`config.mk`:
```
export PLATFORM = sky130hd
export DESIGN_NAME = fsc_core
export DESIGN_NICKNAME = d
export VERILOG_FILES = /design/src/rtl/fsc_pkg.sv /design/src/rtl/fsc_stack.sv /design/src/rtl/fsc_decode.sv /design/src/rtl/fsc_alu.sv /design/src/rtl/fsc_core.sv
export SDC_FILE = /design/constraint.sdc
export NUM_CORES = 2
export LEC_CHECK = 0
export ABC_CLOCK_PERIOD_IN_PS = 12700
export BUFFER_PORTS_ARGS = -buffer_cell sky130_fd_sc_hd__buf_2
export CAP_MARGIN = 5
export CORE_ASPECT_RATIO = 0.8
export CORE_MARGIN = 2
export CORE_UTILIZATION = 40
export CTS_CLUSTER_DIAMETER = 50
export DETAILED_ROUTE_END_ITERATION = 12
export PLACE_DENSITY = 0.53
export SETUP_SLACK_MARGIN = 0.5
export SYNTH_ARGS = -nofsm -noshare
export SYNTH_HDL_FRONTEND = slang
export SYNTH_SLANG_ARGS = --single-unit
```
`constraint.sdc`:
```
create_clock -name clk -period 12.7 [get_ports clk]
set_input_delay 0.635 -clock clk [delete_from_list [all_inputs] [get_ports clk]]
set_output_delay 0.635 -clock clk [all_outputs]
set_load 0.02 [all_outputs]
```
`src/rtl/fsc_pkg.sv`:
```
package fsc_pkg;
  localparam int INSTR_W = 9;
  localparam int IMM_W   = 8;

  localparam logic [7:0] OP_NOP    = 8'h00;
  localparam logic [7:0] OP_RET    = 8'h01;
  localparam logic [7:0] OP_TEMP   = 8'h10;
  localparam logic [7:0] OP_DEPTH  = 8'h11;
  localparam logic [7:0] OP_RDEPTH = 8'h12;
  localparam logic [7:0] OP_DUP    = 8'h13;
  localparam logic [7:0] OP_OVER   = 8'h14;
  localparam logic [7:0] OP_JMP    = 8'h20;
  localparam logic [7:0] OP_CALL   = 8'h21;
  localparam logic [7:0] OP_DROP   = 8'h22;
  localparam logic [7:0] OP_FETCH  = 8'h30;
  localparam logic [7:0] OP_INP    = 8'h31;
  localparam logic [7:0] OP_NOT    = 8'h32;
  localparam logic [7:0] OP_SHL    = 8'h33;
  localparam logic [7:0] OP_SHR    = 8'h34;
  localparam logic [7:0] OP_SHRA   = 8'h35;
  localparam logic [7:0] OP_IF     = 8'h40;
  localparam logic [7:0] OP_STORE  = 8'h41;
  localparam logic [7:0] OP_OUTP   = 8'h42;
  localparam logic [7:0] OP_NIP    = 8'h50;
  localparam logic [7:0] OP_ADD    = 8'h51;
  localparam logic [7:0] OP_SUB    = 8'h52;
  localparam logic [7:0] OP_AND    = 8'h53;
  localparam logic [7:0] OP_OR     = 8'h54;
  localparam logic [7:0] OP_XOR    = 8'h55;
  localparam logic [7:0] OP_EQ     = 8'h56;
  localparam logic [7:0] OP_GT     = 8'h57;
  localparam logic [7:0] OP_LT     = 8'h58;
  localparam logic [7:0] OP_MUL    = 8'h59;

  typedef logic signed [2:0] step_t;

  // Net stack movement of a non-literal group (produced minus consumed).
  function automatic step_t group_step(input logic [3:0] grp);
    case (grp)
      4'd1:    return step_t'(1);
      4'd2:    return step_t'(-1);
      4'd4:    return step_t'(-2);
      4'd5:    return step_t'(-1);
      default: return step_t'(0);
    endcase
  endfunction

  // Groups that leave a result on the new top.
  function automatic logic group_push(input logic [3:0] grp);
    return (grp == 4'd1) || (grp == 4'd3) || (grp == 4'd5);
  endfunction
endpackage

```
`src/rtl/fsc_stack.sv`:
```
module fsc_stack import fsc_pkg::*; #(
  parameter int W  = 32,
  parameter int AW = 4
) (
  input  logic          clk,
  input  logic          rst,
  input  step_t         step,
  input  logic          wr,
  input  logic [W-1:0]  wdata,
  output logic [W-1:0]  top,
  output logic [W-1:0]  second,
  output logic [AW-1:0] count
);
  localparam int N = 1 << AW;

  logic [W-1:0]  mem [N];
  logic [AW-1:0] cnt_q;
  logic [AW-1:0] cnt_nx;

  // Count wraps naturally at 2**AW; the write lands on the new top.
  assign cnt_nx = cnt_q + AW'(step);

  always_ff @(posedge clk) begin
    if (rst) begin
      cnt_q <= '0;
      for (int i = 0; i < N; i++) mem[i] <= '0;
    end else begin
      cnt_q <= cnt_nx;
      if (wr) mem[cnt_nx] <= wdata;
    end
  end

  assign top    = mem[cnt_q];
  assign second = mem[cnt_q - AW'(1)];
  assign count  = cnt_q;

  // A value written is what the next instruction sees on top.
  assert_fwd_top_R5: assert property (@(posedge clk) disable iff (rst)
    wr |=> top == $past(wdata));
endmodule

```
`src/rtl/fsc_decode.sv`:
```
module fsc_decode import fsc_pkg::*; (
  input  logic [INSTR_W-1:0] instr,
  input  logic               prev_lit,
  output logic               is_lit,
  output logic               lit_chain,
  output step_t              ds_step,
  output logic               ds_push,
  output logic               is_jmp,
  output logic               is_call,
  output logic               is_ret,
  output logic               is_if,
  output logic               is_store,
  output logic               is_out,
  output logic               is_nip
);
  logic [7:0] op;
  assign op = instr[7:0];

  always_comb begin
    is_lit    = instr[INSTR_W-1];
    lit_chain = is_lit && prev_lit;
    if (is_lit) begin
      ds_step = lit_chain ? step_t'(0) : step_t'(1);
      ds_push = 1'b1;
    end else begin
      ds_step = group_step(op[7:4]);
      ds_push = group_push(op[7:4]);
    end
  end

  assign is_jmp   = !is_lit && (op == OP_JMP);
  assign is_call  = !is_lit && (op == OP_CALL);
  assign is_ret   = !is_lit && (op == OP_RET);
  assign is_if    = !is_lit && (op == OP_IF);
  assign is_store = !is_lit && (op == OP_STORE);
  assign is_out   = !is_lit && (op == OP_OUTP);
  assign is_nip   = !is_lit && (op == OP_NIP);
endmodule

```
`src/rtl/fsc_alu.sv`:
```
module fsc_alu import fsc_pkg::*; #(
  parameter int W = 32
) (
  input  logic [7:0]   op,
  input  logic [W-1:0] tos,
  input  logic [W-1:0] nos,
  output logic [W-1:0] result
);
  function automatic logic [W-1:0] alu_eval(input logic [7:0] code,
                                            input logic [W-1:0] t,
                                            input logic [W-1:0] s);
    logic [W-1:0] r;
    case (code)
      OP_ADD:  r = s + t;
      OP_SUB:  r = s - t;
      OP_AND:  r = s & t;
      OP_OR:   r = s | t;
      OP_XOR:  r = s ^ t;
      OP_EQ:   r = {W{s == t}};
      OP_GT:   r = {W{$signed(s) > $signed(t)}};
      OP_LT:   r = {W{$signed(s) < $signed(t)}};
      OP_MUL:  r = s * t;
      OP_NOT:  r = {W{t == '0}};
      OP_SHL:  r = t << 1;
      OP_SHR:  r = t >> 1;
      OP_SHRA: r = W'($signed(t) >>> 1);
      default: r = '0;
    endcase
    return r;
  endfunction

  assign result = alu_eval(op, tos, nos);
endmodule

```
`src/rtl/fsc_core.sv`:
```
module fsc_core import fsc_pkg::*; #(
  parameter int DATA_W  = 32,
  parameter int IADDR_W = 11,
  parameter int DADDR_W = 10,
  parameter int BUS_AW  = 16,
  parameter int SP_W    = 4
) (
  input  logic               clk,
  input  logic               rst,
  output logic [IADDR_W-1:0] imem_addr,
  input  logic [INSTR_W-1:0] imem_data,
  output logic [DADDR_W-1:0] dmem_raddr,
  input  logic [DATA_W-1:0]  dmem_rdata,
  output logic [DADDR_W-1:0] dmem_waddr,
  output logic [DATA_W-1:0]  dmem_wdata,
  output logic               dmem_we,
  output logic [BUS_AW-1:0]  bus_addr,
  output logic [DATA_W-1:0]  bus_wdata,
  input  logic [DATA_W-1:0]  bus_rdata,
  output logic               bus_wr
);
  localparam int KEEP_W = DATA_W - IMM_W;

  // Phase, pointer and scratch state
  logic               fetching_q;
  logic               exec;
  logic [IADDR_W-1:0] ip_q, ip_nx, ip_inc;
  logic [DATA_W-1:0]  temp_q;
  logic               prev_lit_q;

  // Decode outputs
  logic       d_lit, d_chain, d_push, d_jmp, d_call, d_ret, d_if, d_store, d_out, d_nip;
  step_t      d_step;
  logic [7:0] op;

  // Stack views
  logic [DATA_W-1:0]  ds_top, ds_second, ds_wdata;
  logic [SP_W-1:0]    ds_count, rs_count;
  logic [IADDR_W-1:0] rs_top, rs_second_unused_guard;
  step_t              ds_step_eff, rs_step_eff;
  logic               ds_wr, rs_wr;
  logic [DATA_W-1:0]  alu_res;

  // Named events for the assertions
  logic ev_branch_taken, ev_chain_exec;

  assign exec   = !fetching_q;
  assign op     = imem_data[7:0];
  assign ip_inc = ip_q + IADDR_W'(1);

  fsc_decode u_dec (
    .instr    (imem_data),
    .prev_lit (prev_lit_q),
    .is_lit   (d_lit),
    .lit_chain(d_chain),
    .ds_step  (d_step),
    .ds_push  (d_push),
    .is_jmp   (d_jmp),
    .is_call  (d_call),
    .is_ret   (d_ret),
    .is_if    (d_if),
    .is_store (d_store),
    .is_out   (d_out),
    .is_nip   (d_nip)
  );

  fsc_alu #(.W(DATA_W)) u_alu (
    .op    (op),
    .tos   (ds_top),
    .nos   (ds_second),
    .result(alu_res)
  );

  // Literal payload: start a new sign-extended entry or append a byte.
  function automatic logic [DATA_W-1:0] lit_merge(input logic chain,
                                                  input logic [DATA_W-1:0] top,
                                                  input logic [IMM_W-1:0] imm);
    if (chain) return {top[KEEP_W-1:0], imm};
    return {{KEEP_W{imm[IMM_W-1]}}, imm};
  endfunction

  always_comb begin
    if (d_lit) begin
      ds_wdata = lit_merge(d_chain, ds_top, imem_data[IMM_W-1:0]);
    end else begin
      case (op)
        OP_TEMP:   ds_wdata = temp_q;
        OP_DEPTH:  ds_wdata = DATA_W'(ds_count);
        OP_RDEPTH: ds_wdata = DATA_W'(rs_count);
        OP_DUP:    ds_wdata = ds_top;
        OP_OVER:   ds_wdata = ds_second;
        OP_FETCH:  ds_wdata = dmem_rdata;
        OP_INP:    ds_wdata = bus_rdata;
        OP_NIP:    ds_wdata = ds_top;
        default:   ds_wdata = alu_res;
      endcase
    end
  end

  assign ds_step_eff = exec ? d_step : step_t'(0);
  assign ds_wr       = exec && d_push;
  assign rs_step_eff = (exec && d_call) ? step_t'(1)
                     : (exec && d_ret)  ? step_t'(-1) : step_t'(0);
  assign rs_wr       = exec && d_call;

  fsc_stack #(.W(DATA_W), .AW(SP_W)) u_dstack (
    .clk   (clk),
    .rst   (rst),
    .step  (ds_step_eff),
    .wr    (ds_wr),
    .wdata (ds_wdata),
    .top   (ds_top),
    .second(ds_second),
    .count (ds_count)
  );

  fsc_stack #(.W(IADDR_W), .AW(SP_W)) u_rstack (
    .clk   (clk),
    .rst   (rst),
    .step  (rs_step_eff),
    .wr    (rs_wr),
    .wdata (ip_inc),
    .top   (rs_top),
    .second(rs_second_unused_guard),
    .count (rs_count)
  );

  // Next instruction pointer
  assign ev_branch_taken = d_if && (ds_second == '0);
  assign ev_chain_exec   = exec && d_chain;

  always_comb begin
    if (d_jmp || d_call || ev_branch_taken) ip_nx = ds_top[IADDR_W-1:0];
    else if (d_ret)                         ip_nx = rs_top;
    else                                    ip_nx = ip_inc;
  end

  always_ff @(posedge clk) begin
    if (rst) begin
      fetching_q <= 1'b1;
      ip_q       <= '0;
      temp_q     <= '0;
      prev_lit_q <= 1'b0;
    end else begin
      fetching_q <= !fetching_q;
      if (exec) begin
        ip_q       <= ip_nx;
        prev_lit_q <= d_lit;
        if (d_nip) temp_q <= ds_second;
      end
    end
  end

  // Memory and bus side
  assign imem_addr  = ip_q;
  assign dmem_raddr = ds_top[DADDR_W-1:0];
  assign dmem_waddr = ds_top[DADDR_W-1:0];
  assign dmem_wdata = ds_second;
  assign dmem_we    = exec && d_store;
  assign bus_addr   = ds_top[BUS_AW-1:0];
  assign bus_wdata  = ds_second;
  assign bus_wr     = exec && d_out;

  // Assertions
  assert_phase_fetch_R1: assert property (@(posedge clk) disable iff (rst)
    fetching_q |=> !fetching_q);
  assert_phase_exec_R1: assert property (@(posedge clk) disable iff (rst)
    !fetching_q |=> fetching_q);
  assert_ip_hold_R1: assert property (@(posedge clk) disable iff (rst)
    fetching_q |=> $stable(ip_q));
  assert_chain_keeps_depth_R3: assert property (@(posedge clk) disable iff (rst)
    ev_chain_exec |=> $stable(ds_count));
  assert_break_chain_R4: assert property (@(posedge clk) disable iff (rst)
    (exec && !d_lit) |=> !prev_lit_q);
  assert_call_push_R7: assert property (@(posedge clk) disable iff (rst)
    (exec && d_call) |=> rs_count == SP_W'($past(rs_count) + SP_W'(1)));
  assert_taken_if_R8: assert property (@(posedge clk) disable iff (rst)
    (exec && ev_branch_taken) |=> ip_q == $past(ds_top[IADDR_W-1:0]));
  assert_store_exec_R10: assert property (@(posedge clk) disable iff (rst)
    dmem_we |-> !fetching_q);
  assert_strobe_single_R11: assert property (@(posedge clk) disable iff (rst)
    bus_wr |=> !bus_wr);
endmodule

```
# Word-level counts from Yosys, hierarchy flattened
# Memories as Yosys holds them, arrays and structs flattened. A register that Yosys moved wholly into a read port is not among the register bits.
# Index checks and enable logic that the tools add are counted.
# totals
register_bits,53
mem_bits_rw,688
wordCells,113
memories,2
# classes
addsub,6
bitwise_logic,4
magnitude_cmp,2
n_reduce_logical,27
eq_ne,33
n_mux,32
mul,1
# mem_list
name,words,word_bits,read_ports,rd_clocked_by_memory_dff,write_ports,line,rtl
u_dstack.mem,16,32,2,1,16,fsc_stack.sv:16,logic [W-1:0] mem [N];
u_rstack.mem,16,11,1,1,16,fsc_stack.sv:16,
# ops
cell,count
32-bit case mux with 13 select lines,1
32-bit case mux with 7 select lines,1
32-bit two-way mux,4
8-bit by 7-bit == test with 1-bit output (second input constant),13
8-bit by 6-bit == test with 1-bit output (second input constant),8
32-bit zero test,2
8-bit by 5-bit == test with 1-bit output (second input constant),5
11-bit two-way mux,3
32-bit adder,1
32-bit AND,1
32-bit == test,1
32-bit > comparator,1
32-bit < comparator,1
32-bit by 32-bit multiplier with 32-bit output,1
32-bit OR,1
32-bit OR reduction,1
32-bit subtractor,1
32-bit bitwise XOR,1
4-bit two-way mux,4
1-bit logical AND,14
1-bit two-way mux,14
3-bit two-way mux,4
11-bit by 1-bit adder with 11-bit output (second input constant),1
11-bit OR reduction,1
12 further kinds,20

# Depth between registers and ports, before layout
# depth
ltp_word,10
depth_mapped,48

# Modules after synthesis
# From an unflattened synthesis, not the netlist that was laid out.
# unflattened
hier_cells,6003
hier_area_um2,63193.1
# modules_own_cells
module,instances,area_per_inst_um2,cells_per_inst
fsc_stack (u_dstack),1,28184.5,1984
fsc_alu,1,20505.9,2576
fsc_stack (u_rstack),1,9917.0,804
fsc_core,1,4380.5,610
fsc_decode,1,205.2,29

# Least setup slack after synthesis
# No wires, ideal clock.
# synth_path
path_kind,register to register
startpoint,reg u_dstack.cnt_q[0] (netlist: u_dstack.count[0])
endpoint,"mem u_dstack.mem[10][26], data pin"
period_less_slack_ns,11.542
path_slack_ns,1.158
setup_time_ns,0.272
t_arrival_ns,11.270
stages_incl_launch_ff,48
cell_sequence,dfxtp_1 buf_6 buf_6 buf_6 buf_4 buf_4 buf_4 buf_2 inv_1 ha_1 buf_2 buf_2 buf_2 buf_2 buf_1 mux4_2 nand2_1 nand3_1 (+12 left out) fa_1 fa_1 fa_1 fa_1 ha_1 nand2_1 nand2_1 a21oi_1 o21bai_1 a21o_1 a21o_1 a21o_1 o21ai_0 nand3_1 nor3b_1 a2111oi_2 buf_2 a211oi_1
# synth_rtl
item,line,rtl
"start, declared",fsc_stack.sv:17,logic [AW-1:0] cnt_q;
"start signal, assigned",fsc_stack.sv:28,cnt_q <= cnt_nx;
"end, declared",fsc_stack.sv:16,

==> summary.txt <==
Outcome
  – Outcome: complete, no violations

Floorplan
  – Die Ht: roughly 350 um
  – Site Rows: 126
  – Initial Utilization: 0.4036
  – Die area: 0.1522 mm2
  – Core area: around 0.15 mm2
  – Die width: roughly 440 um
  – I/O pins: around 190

Critical path
  – Worst setup SP type: register
  – Critical Path End Type: register
  – Worst setup path class: register to register
  – Critical-path top delay cell: o21ai_2
  – Worst path top cell family by delay: adder cells
  – CP Data Required Time: between 10000 and 15000 ps
  – WP buf/inv: 6
  – CP Max Fanout: 44
  – CP arrival: roughly 12000 ps
  – Most Frequent Cell on Critical Path: fa_1
  – CP peak stage delay: about 760 ps

Synth
  – Synth unique cells: 95
  – Post-Synthesis Cell Area: ~0.060 mm2
  – Yosys reg bits: 741
  – Syn Inst Count: roughly 5.6k
  – Ys flop type: edfxtp_1
  – Syn_nets: ~6.3k
  – Mean post-synth cell area: 10.64 um2
  – Synth warn: 0
  – Proportion of synthesized chip area in sequential cells: 0.3643
  – Number of flops mapped to enable cells by yosys: roughly 690
  – Async set-or-reset flop fraction in the synthesized netlist: 0

Cells and area
  – Final core utilization: 0.4462
  – Most frequent cells in the layout: nor2_1 (1073), edfxtp_1 (688), nand2_1 (543)
  – Area growth, synth to finish: 10.53%
  – NumNets Final: ~6.3k
  – Share of layout cells above drive strength 1: 0.1768
  – Commonest non-fill, non-tap cell in the layout: nor2_1
  – Final Non-Filler Cells: about 7.7k

Timing
  – Fin. Hold Viols: 0
  – Max-Slew Margin vs Limit: 0.1199
  – Final Cycle Share: 0.9057
  – Actual slew at the worst max-slew pin: 1320 ps
  – Final worst path period need: 11500 ps
  – # setup viols final: 0
  – Slew Limit Fails: 0
  – Worst setup margin: about 1200 ps
  – RSZ-0062 raised after global routing: false
  – Setup Skew: 66.89 ps
  – Fin Setup TNS: 0 ps
  – Fmax: approximately 87 MHz

Clocking
  – Hold-fix buffers at CTS: 0
  – H-tree Lvls: 3
  – Post-CTS setup buffers: 0
  – Worst skew pair latency: between 700 and 800 ps
  – TritonCTS buffer count: 88
  – CTS clk-pin slew, worst paths: approximately 60 ps
  – CTS tree: yes
  – Maximum clock path buffer count: 3
  – CTS-repair resized insts: 0
  – Root buffer cell: clkbuf_16
  – Clk sinks: about 740

Global routing
  – Largest net degree at the start of global routing: 106
  – Vias in the first global route: approximately 47k
  – Initial antenna violation count: 11
  – First-pass GRT wire length: between 300 and 400 mm
  – Global Route Usage Sum: 0.3235
  – Total grt overflow: 0

Place
  – Placed cell count: ~7.5k
  – IO buf count: roughly 190
  – Final RePlAce weighted congestion: around 1.0
  – HPWL after detailed placement: between 150 and 200 mm
  – Dpl ws: around 1500 ps

Routing
  – Final ANT Viol Nets: 0
  – Via density: roughly 6.2
  – DRT Pass-1 Iters: 8
  – DR vias: between 40k and 50k
  – Routed len/inst: about 32 um
  – Post-route DRC: 0
  – Routed wire length: 248.7 mm
  – Iter 0 DRT Violations: approximately 7.3k

Hold path
  – Hold WC Path Type: primary input to register

Flow run
  – Max Cap Violations: 0
## worst reg2reg max path, delay by kind of cell (launching register included)
| family | cells | cell delay (ps) |
|---|---|---|
| AOI/OAI and AO/OA | 6 | 2170 |
| adders and majority gates | 11 | 5760 |
| buffers and inverters | 6 | 1590 |
| DFF | 1 | 650 |
| muxes | 2 | 810 |
| and+or+nand+nor | 3 | 220 |
## sequential cells by signal, summed over array words and instances (netlist names)
name            cells
fetching_q          1
imem_addr          11
prev_lit_q          1
temp_q             32
u_dstack.count      4
u_dstack.mem      512
u_rstack.count      4
u_rstack.mem      176
## per-stage QoR
stage / instance area (um2) / hold WS [ps]
floorplan: 59630 / 429.8
finish: 65910 / 455.2
global placement: 62940 / 439.5
global route: 65900 / 455.5
CTS: 65890 / 394.3
detailed placement: 62970 / 446.6
## area by class of cell
type	instances	area (um2)
clock buffers	105	2266
flip-flops and latches	741	21740
repair buffers	398	2605
multi-input cells	3860	34090
fillers	13920	81810
well taps	1984	2482
inverters	547	2053
clock inverters	57	656.9
diodes	4	10.01
## logic make-up (layout without fill, tap and decap cells)
group                    after synthesis  count (layout)  synth area share
AO/OA/AOI/OAI                        773             773           0.09214
XOR/XNOR                             118             118           0.01805
adder cells (fa/ha/maj)              637             637            0.1855
buffers and inverters               1003            1107           0.07011
flip-flops                           741             741            0.3643
multiplexers                         406             406            0.1373
other                                  0               4                 0
AND/OR/NAND/NOR                     1926            1926            0.1325
## cell usage after synthesis (20+ instances only)
cell / instances / share of area
fa_1: 412 / 0.14
xnor2_1: 90 / 0.013
edfxtp_1: 688 / 0.35
mux2i_1: 57 / 0.0096
nor2_1: 1078 / 0.068
buf_2: 59 / 0.0050
buf_1: 32 / 0.0020
dfxtp_1: 53 / 0.018
a21oi_1: 254 / 0.021
a222oi_1: 38 / 0.0064
ha_1: 225 / 0.047
mux4_2: 327 / 0.12
xor2_1: 24 / 0.0035
buf_4: 70 / 0.0088
mux2_2: 20 / 0.0038
nor3_1: 60 / 0.0050
a21o_1: 35 / 0.0044
nand3_1: 43 / 0.0036
nand2b_1: 52 / 0.0055
o2111ai_1: 27 / 0.0040
o21ai_0: 84 / 0.0071
clkinv_1: 20 / 0.0013
nand4_1: 25 / 0.0026
o22ai_1: 32 / 0.0034
inv_1: 524 / 0.033
a211oi_1: 97 / 0.012
clkbuf_1: 285 / 0.018
nand2_1: 559 / 0.035
a221oi_1: 22 / 0.0032
## worst paths after layout
check | start | slack, ps | to | cells past startpoint
setup / recovery | u_dstack.count[1] | 1200 | u_dstack.mem[6][28] | 28
hold / removal | rst | 460 | temp_q[4] | 2
setup reg to reg | u_dstack.count[1] | 1200 | u_dstack.mem[6][28] | 28
hold reg to reg | temp_q[6] | 460 | temp_q[6] | 2
## metal layers
metal,part of all wire,up-vias,GRT usage
met5,0.00025,-,0
met4,0.052,8,0.1458
li1,-,19560,-
met3,0.12,571,0.08445
met1,0.41,24370,0.4592
met2,0.42,3134,0.4639
Power is not shown: default switching activity piles up to over one toggle a cycle in this logic, so the estimate is an artifact.
